==> config.mk <==
export PLATFORM = sky130hd
export DESIGN_NAME = cnp_gen
export DESIGN_NICKNAME = d
export VERILOG_FILES = /design/src/rtl/cnp_pkg.sv /design/src/rtl/cnp_ecn_check.sv /design/src/rtl/cnp_flow_table.sv /design/src/rtl/cnp_req_fsm.sv /design/src/rtl/cnp_gen.sv
export SDC_FILE = /design/constraint.sdc
export NUM_CORES = 2
export LEC_CHECK = 0
export BUFFER_PORTS_ARGS = -buffer_cell sky130_fd_sc_hd__buf_2
export CAP_MARGIN = 20
export CORE_UTILIZATION = 30
export DETAILED_ROUTE_END_ITERATION = 10
export PLACE_DENSITY = 0.4
export SLEW_MARGIN = 20
export SYNTH_ARGS = -nofsm -noshare
export SYNTH_HDL_FRONTEND = slang
export SYNTH_MEMORY_MAX_BITS = 65536
export SYNTH_SLANG_ARGS = --single-unit
==> constraint.sdc <==
create_clock -name clk -period 11.94 [get_ports clk]
set_input_delay 2.388 -clock clk [delete_from_list [all_inputs] [get_ports clk]]
set_output_delay 2.388 -clock clk [all_outputs]
set_load 0.01 [all_outputs]
==> src/rtl/cnp_pkg.sv <==
package cnp_pkg;
    localparam logic [1:0] ECN_CE       = 2'b11;
    localparam int         NOTIFY_BYTES = 64;
    localparam int         GAP_RESET_US = 50;

    typedef enum logic {
        S_IDLE = 1'b0,
        S_SEND = 1'b1
    } req_state_t;
endpackage

==> src/rtl/cnp_ecn_check.sv <==
module cnp_ecn_check (
    input  logic       rx_valid,
    input  logic [1:0] rx_ecn,
    output logic       marked
);
    import cnp_pkg::*;

    always_comb begin
        marked = rx_valid && (rx_ecn == ECN_CE);
    end
endmodule

==> src/rtl/cnp_flow_table.sv <==
module cnp_flow_table #(
    parameter int FLOWS  = 256,
    parameter int TS_W   = 16,
    parameter int FLOW_W = $clog2(FLOWS)
) (
    input  logic              clk,
    input  logic              rst_n,
    input  logic [FLOW_W-1:0] look_flow,
    input  logic [TS_W-1:0]   now_us,
    input  logic [TS_W-1:0]   gap_us,
    output logic              due,
    input  logic              wr_en,
    input  logic [FLOW_W-1:0] wr_flow,
    input  logic [TS_W-1:0]   wr_time
);
    logic              vld_q   [FLOWS];
    logic [TS_W-1:0]   stamp_q [FLOWS];
    logic [TS_W-1:0]   age;

    // Valid bits are cleared on reset.
    always_ff @(posedge clk) begin
        if (!rst_n) begin
            for (int i = 0; i < FLOWS; i++) begin
                vld_q[i] <= 1'b0;
            end
        end else if (wr_en) begin
            vld_q[wr_flow] <= 1'b1;
        end
    end

    // Stamps are only meaningful when their valid bit is set, so they take no reset.
    always_ff @(posedge clk) begin
        if (wr_en) begin
            stamp_q[wr_flow] <= wr_time;
        end
    end

    // Modular age: the subtraction wraps in TS_W bits.
    always_comb begin
        age = now_us - stamp_q[look_flow];
        due = !vld_q[look_flow] || (age >= gap_us);
    end

    // a written entry becomes valid and holds the written time.
    p_stamp_fresh_r5: assert property (@(posedge clk) disable iff (!rst_n)
        wr_en |=> (vld_q[$past(wr_flow)] && stamp_q[$past(wr_flow)] == $past(wr_time)));
endmodule

==> src/rtl/cnp_req_fsm.sv <==
module cnp_req_fsm #(
    parameter int FLOW_W = 8
) (
    input  logic              clk,
    input  logic              rst_n,
    input  logic              mark_ok,
    input  logic [FLOW_W-1:0] mark_flow,
    input  logic              req_ready,
    output logic              accept,
    output logic              req_valid,
    output logic [FLOW_W-1:0] req_flow
);
    import cnp_pkg::*;

    req_state_t state_q, state_d;
    logic       slot_free;

    always_comb begin
        slot_free = (state_q == S_IDLE) || req_ready;
        accept    = mark_ok && slot_free;
        state_d   = state_q;
        unique case (state_q)
            S_IDLE: if (accept) state_d = S_SEND;
            S_SEND: begin
                if (req_ready && !accept) state_d = S_IDLE;
                else                      state_d = S_SEND;
            end
        endcase
    end

    // State register
    always_ff @(posedge clk) begin
        if (!rst_n) state_q <= S_IDLE;
        else        state_q <= state_d;
    end

    // Output register
    always_ff @(posedge clk) begin
        if (!rst_n) begin
            req_valid <= 1'b0;
            req_flow  <= '0;
        end else if (accept) begin
            req_valid <= 1'b1;
            req_flow  <= mark_flow;
        end else if (req_ready) begin
            req_valid <= 1'b0;
        end
    end

    // a stalled request holds.
    p_hold_stable_r6: assert property (@(posedge clk) disable iff (!rst_n)
        (req_valid && !req_ready) |=> (req_valid && $stable(req_flow)));

    // the idle state never presents a request.
    p_idle_quiet_r2: assert property (@(posedge clk) disable iff (!rst_n)
        (state_q == S_IDLE) |-> !req_valid);
endmodule

==> src/rtl/cnp_gen.sv <==
module cnp_gen #(
    parameter int FLOWS  = 256,
    parameter int TS_W   = 16,
    parameter int LEN_W  = 8,
    localparam int FLOW_W = $clog2(FLOWS)
) (
    input  logic              clk,
    input  logic              rst_n,
    input  logic              rx_valid,
    input  logic [FLOW_W-1:0] rx_flow,
    input  logic [1:0]        rx_ecn,
    input  logic [TS_W-1:0]   now_us,
    input  logic              gap_wr,
    input  logic [TS_W-1:0]   gap_din,
    output logic              req_valid,
    input  logic              req_ready,
    output logic [FLOW_W-1:0] req_flow,
    output logic [LEN_W-1:0]  req_len
);
    import cnp_pkg::*;

    logic            marked;
    logic            due;
    logic            mark_ok;
    logic            accept;
    logic [TS_W-1:0] gap_q;

    // Programmable notification gap in microseconds.
    always_ff @(posedge clk) begin
        if (!rst_n)      gap_q <= TS_W'(GAP_RESET_US);
        else if (gap_wr) gap_q <= gap_din;
    end

    cnp_ecn_check u_ecn (
        .rx_valid (rx_valid),
        .rx_ecn   (rx_ecn),
        .marked   (marked)
    );

    cnp_flow_table #(
        .FLOWS  (FLOWS),
        .TS_W   (TS_W),
        .FLOW_W (FLOW_W)
    ) u_table (
        .clk       (clk),
        .rst_n     (rst_n),
        .look_flow (rx_flow),
        .now_us    (now_us),
        .gap_us    (gap_q),
        .due       (due),
        .wr_en     (accept),
        .wr_flow   (rx_flow),
        .wr_time   (now_us)
    );

    always_comb begin
        mark_ok = marked && due;
        req_len = LEN_W'(NOTIFY_BYTES);
    end

    cnp_req_fsm #(
        .FLOW_W (FLOW_W)
    ) u_fsm (
        .clk       (clk),
        .rst_n     (rst_n),
        .mark_ok   (mark_ok),
        .mark_flow (rx_flow),
        .req_ready (req_ready),
        .accept    (accept),
        .req_valid (req_valid),
        .req_flow  (req_flow)
    );

    // a new request only follows a CE-marked packet.
    p_mark_only_r1: assert property (@(posedge clk) disable iff (!rst_n)
        $rose(req_valid) |-> $past(rx_valid && rx_ecn == ECN_CE));
endmodule

== After elaboration in Yosys (flattened, before gate mapping) ==
Memories as Yosys holds them, arrays and structs flattened.
Cells that the tools add are included.
Cells by class
  add/subtract/negate cells: 1
  $lt $le $gt $ge: 1
  equal/unequal tests: 1
  muxes and demuxes: 12
  bitwise logic cells: 1
  reduce and logical (&&, ||, !) cells: 10
Operator list (number)
  16-bit greater-or-equal comparator: 1
  16-bit subtractor: 1
  1-bit 2-to-1 mux: 10
  8-bit 2-to-1 mux: 1
  1-bit logical AND: 4
  2-bit equality test, second input constant: 1
  1-bit logical NOT: 2
  1-bit logical OR: 2
  1-bit case mux with 2 select lines: 1
  2-bit nonzero test: 1
  1-bit inverter: 1
  1-bit OR reduction: 1
Storage, ports and cells
  bits in registers: 26
  memory bits (writable): 4352
  input port bits: 47
  output and inout bits: 17
  logic and storage cells: 32
  memories: 2
Memories
  u_table.stamp_q: words 256, bits a word 16, rd ports 1, clocked after Yosys merged registers in 0, write ports 1, line cnp_flow_table.sv:17  | logic [TS_W-1:0] stamp_q [FLOWS];
  u_table.vld_q: words 256, bits a word 1, rd ports 1, clocked after Yosys merged registers in 0, write ports 256, line cnp_flow_table.sv:16  | logic vld_q [FLOWS];

== Logic depth before layout (Yosys ltp) ==
An unclocked memory read counts as a cell.
  depth after elaboration: 11
  gate-level depth with buffers: 36
  mapped depth without buffers: 23

== Cells and area by module ==
Synthesis repeated with hierarchy kept, for this count alone.
Unflattened totals
  cell total of the unflattened synthesis: 7084
  area total of the unflattened synthesis: 167717.1 sq um
By module, submodules not included
  cnp_flow_table: instances 1, cells an instance 6979, area an instance 166617.3 sq um, sequential area each 128122.9 sq um
  cnp_gen: instances 1, cells an instance 62, area an instance 681.9 sq um, sequential area each 320.3 sq um
  cnp_req_fsm: instances 1, cells an instance 42, area an instance 411.6 sq um, sequential area each 200.2 sq um
  cnp_ecn_check: instances 1, cells an instance 1, area an instance 6.3 sq um, sequential area each 0.0 sq um

== Worst setup path before layout ==
OpenSTA, ideal clock, no wires.
  kind: input to register
  start point: input port rx_flow[1]
  end point: memory u_table.stamp_q[53][0], enable pin
  library setup time: 0.409 ns
  arrival: 10.153 ns
  data required time: 11.531 ns
  setup slack: 1.378 ns
  cell stages on the path: 34
  path buffers: 12
  cells stage by stage: buf_2 -> buf_4 -> buf_2 -> buf_2 -> buf_1 -> buf_2 -> clkbuf_1 -> mux4_2 -> mux4_2 -> a22oi_1 -> nand3_1 -> a2111oi_0 -> ha_1 -> nor2b_1 -> o2111ai_1 -> nand4_1 -> nand2_1 -> o21ai_0 -> o31a_1 -> a31oi_1 -> xnor2_1 -> ha_1 -> nand4_1 -> a211oi_1 -> o221ai_1 -> o21ai_0 -> o31ai_1 -> nand2b_1 -> buf_2 -> buf_6 -> buf_6 -> buf_6 -> buf_6 -> nor3_1
Between the ends
  cells in the longest elaborated chain, start to end: 8
  elaborated cells on any way between the ends: 10
  those cells by class: add/sub (1); order compare (1); mux (2); reduce/logical (4); memory (2)
Ends and longest elaborated chain
  from (decl): line cnp_gen.sv:10  | input logic [FLOW_W-1:0] rx_flow,
  memory 256 x 16 bit
  16-bit subtractor: line cnp_flow_table.sv:40  | age = now_us - stamp_q[look_flow];
  16-bit greater-or-equal comparator: line cnp_flow_table.sv:41  | due = !vld_q[look_flow] || (age >= gap_us);
  1-bit logical OR: line cnp_flow_table.sv:41
  1-bit logical AND: line cnp_gen.sv:57  | mark_ok = marked && due;
  1-bit logical AND: line cnp_req_fsm.sv:20  | accept = mark_ok && slot_free;
  1-bit 2-to-1 mux: line cnp_flow_table.sv:33  | if (wr_en) begin
  1-bit 2-to-1 mux (not written as such): line cnp_flow_table.sv:34  | stamp_q[wr_flow] <= wr_time;
  to (decl): line cnp_flow_table.sv:17
Several ways; a longest one is shown, not always the timed one.

== Worst setup path after layout ==
  start point: input port rx_flow[0]
  end point: memory u_table.stamp_q[69][9], enable pin
The elaborated chain is that of the path after synthesis.

==> flow_metrics.tcl <==
set metrics [dict create \
    synth_top_cell_by_area "edfxtp_1" \
    stdcell_area_um2 201000 \
    cts_tree "built" \
    row_count 276 \
    cts_setup_buffers 0 \
    grt_pass1_vias 86800 \
    initial_core_util_pct 30.2 \
    crit_fanout 40 \
    drt_pass1_iterations 5 \
    cts_sinks 4378 \
    total_power_mw 33.3 \
    report.final.hold_viol_count 0 \
    ys_seq_area_share_pct 75.4 \
    grt_start_max_net_pins 220 \
    yosys_most_used_dff "edfxtp_1" \
    cap_violations 0 \
    drc 0 \
    cp_slowest_stage_delay_ns 0.81 \
    power.share.clock_pct 43.4 \
    insertion_delay_ns 1.05 \
    die_x_um 756 \
    vias_per_cell 5.16 \
    slowest_stage "a2111oi_0" \
    pwr-share-seq_pct 50.5 \
    final_nets 8657 \
    drive_gt1_share_pct 33.7 \
    layout_commonest_cell "edfxtp_1" \
    die_y_um 756 \
    min_path_type "flip-flop to flip-flop" \
    fmax_ghz 0.0913 \
    totalWireLength_um 558000 \
    cp.required_ns 12.69 \
    drtIter0Drc 9297 \
    criticalPathCategory "primary input to flip-flop" \
    antenna_found_initial 63 \
    period_share_pct 91.7 \
    critPathTopFamily "compound AO/OA/AOI/OAI gates" \
    cts.clk_slew.worst_paths_ns 0.06 \
    io_pins 64 \
    via_count 85200 \
    fill_cells 52000 \
    cts-resized-gates 0 \
    drv_slew 0 \
    grt_usage_pct 19.2 \
    worst_pin_slew_ns 1.16 \
    status "completed" \
    yosysUniqueCellTypes 60 \
    pwr-share-comb_pct 6.1 \
    cts_max_level 5 \
    die-area_um2 572000 \
    power_density_nw_per_um2 166 \
    p_int_mw 25.7 \
    swShare_pct 22.9 \
    grt_pass1_wl_um 764000 \
    yosysWarnings 0 \
    synth_seq_cells 4378 \
    final_util_pct 35.5 \
    p_leak_nw 61.8 \
    cts_made_buffers 474 \
    port_buffers 55 \
    synth_top_area_share_pct 72.0 \
    placed_area_um2 185000 \
    cp-start-kind "primary input" \
    synth_edf_count 4096 \
    clock_path_buffers 4 \
    syn_inst 7923 \
    layout_min_cycle_time_ns 10.95 \
    fp.coreArea_um2 566000 \
    ant_nets 0 \
    synth_area_um2 171000 \
    synthTopCellsByArea "edfxtp_1 72%, mux4_2 18%, dfxtp_1 3.3%" \
    slew-limit-headroom_pct 22.2 \
    p_switching_mw 7.61 \
    hpwl_um 356000 \
    areaGrowthSynthToFinish_pct 17.6 \
    grt-ovfl-total 0 \
    critical_path_buf_inv_count 6 \
    wire_per_inst_um 33.8 \
    skew_ns 0.0938 \
    rsz0062_at_grt "false" \
    whs_ns 0.448 \
    mostFrequentLayoutCells "4096 x edfxtp_1, 1344 x mux4_2, 583 x buf_4" \
    setup_viol 0 \
    cts_root_buffer "clkbuf_16" \
    gp_congestion 0.816 \
    postCtsHoldBufs 0 \
    cp.arrival_ns 11.71 \
    syn_avg_cell_area_um2 21.5 \
    cp-end-kind "flip-flop" \
    async_reset_ff_share_pct 0 \
    peakVddDrop_uv 139 \
]
## tightest hold or removal path: stages (launching register included)
cell and delay [ns]:
dfxtp_1 0.32, nand2_1 0.05, o21ai_0 0.05
## power groups by stage
stage          Sequential (mW)  Combinational [mW]  Clock (mW)
2_1_floorplan             17.1               0.965           0
3_3_place_gp              17.1                2.08           0
3_5_place_dp              17.1                2.08           0
4_1_cts                   16.8                2.09        14.8
5_1_grt                   16.8                2.14        15.3
6_report                  16.8                2.04        14.4
## stage by stage
step,setup TNS (ns),worst slack (ns),cells
after CTS,0,1.24,16500
after detailed placement,0,0.123,15600
after global routing,0,0.741,16500
after global placement,-51.42,-0.537,15600
after floorplan,0,1.38,7929
final,0,0.986,16500
## flip-flops by register name, summed over array words and instances (netlist names)
signal and count:
u_table.stamp_q 4096, gap_q 16, u_fsm.req_valid 1, u_table.vld_q 256, u_fsm.state_q 1, u_fsm.req_flow 8
## worst paths after layout
check | start | to | slack [ns] | cells past startpoint
worst min-delay path | u_table.vld_q[7] | u_table.vld_q[7] | 0.45 | 2
worst max register to register | u_table.stamp_q[79][1] | u_table.stamp_q[69][9] | 3.05 | 25
worst max-delay path | rx_flow[0] | u_table.stamp_q[69][9] | 0.99 | 27
worst min register to register | u_table.vld_q[7] | u_table.vld_q[7] | 0.45 | 2
## layer usage
layer | vias up | wire length (um) | track usage [%]
met4 | 8 | 14500 | 4.57
li1 | 34600 | - | -
met3 | 642 | 30400 | 2.77
met5 | - | 55 | 0
met1 | 47200 | 254000 | 28.1
met2 | 2662 | 259000 | 30.3
## final cells by class
cell class | instances | area (um^2) | share of cell area, %
Inverter | 27 | 104 | 0.0517
Timing Repair Buffer | 714 | 6420 | 3.20
Sequential cell | 4378 | 129000 | 64.1
Tap cell | 7506 | 9390 | 4.68
Clock inverter | 292 | 2740 | 1.37
Antenna cell | 20 | 50.0 | 0.0249
Clock buffer | 586 | 12400 | 6.18
Multi-Input combinational cell | 2982 | 40900 | 20.4
## kinds of logic after synthesis
family / count (synthesis) / share of synthesized area, %
and+or+nand+nor: 1066 / 2.97
buffers and inverters: 569 / 1.62
DFF: 4378 / 75.4
muxes: 1429 / 18.2
adders and majority gates: 33 / 0.246
other: 2 / 0.00440
xor gates and xnor gates: 13 / 0.0667
AOI/OAI and AO/OA: 433 / 1.50
## Yosys cell counts (9+ instances only)
cell / instances
edfxtp_1: 4096
mux4_2: 1344
nand2_1: 415
clkbuf_1: 294
dfxtp_1: 282
o21ai_0: 265
nor3_1: 242
nand3_1: 221
buf_2: 125
a22oi_1: 81
mux2i_1: 80
nor2_1: 52
buf_4: 46
buf_6: 41
buf_1: 36
ha_1: 32
nor3_2: 32
inv_1: 25
nor2b_1: 25
a21oi_1: 20
and2_1: 16
nand4_1: 13
nand2b_1: 12
a211oi_1: 11
xnor2_1: 10
and3_1: 9
No activity file was read; power rests on OpenSTA's default activity.
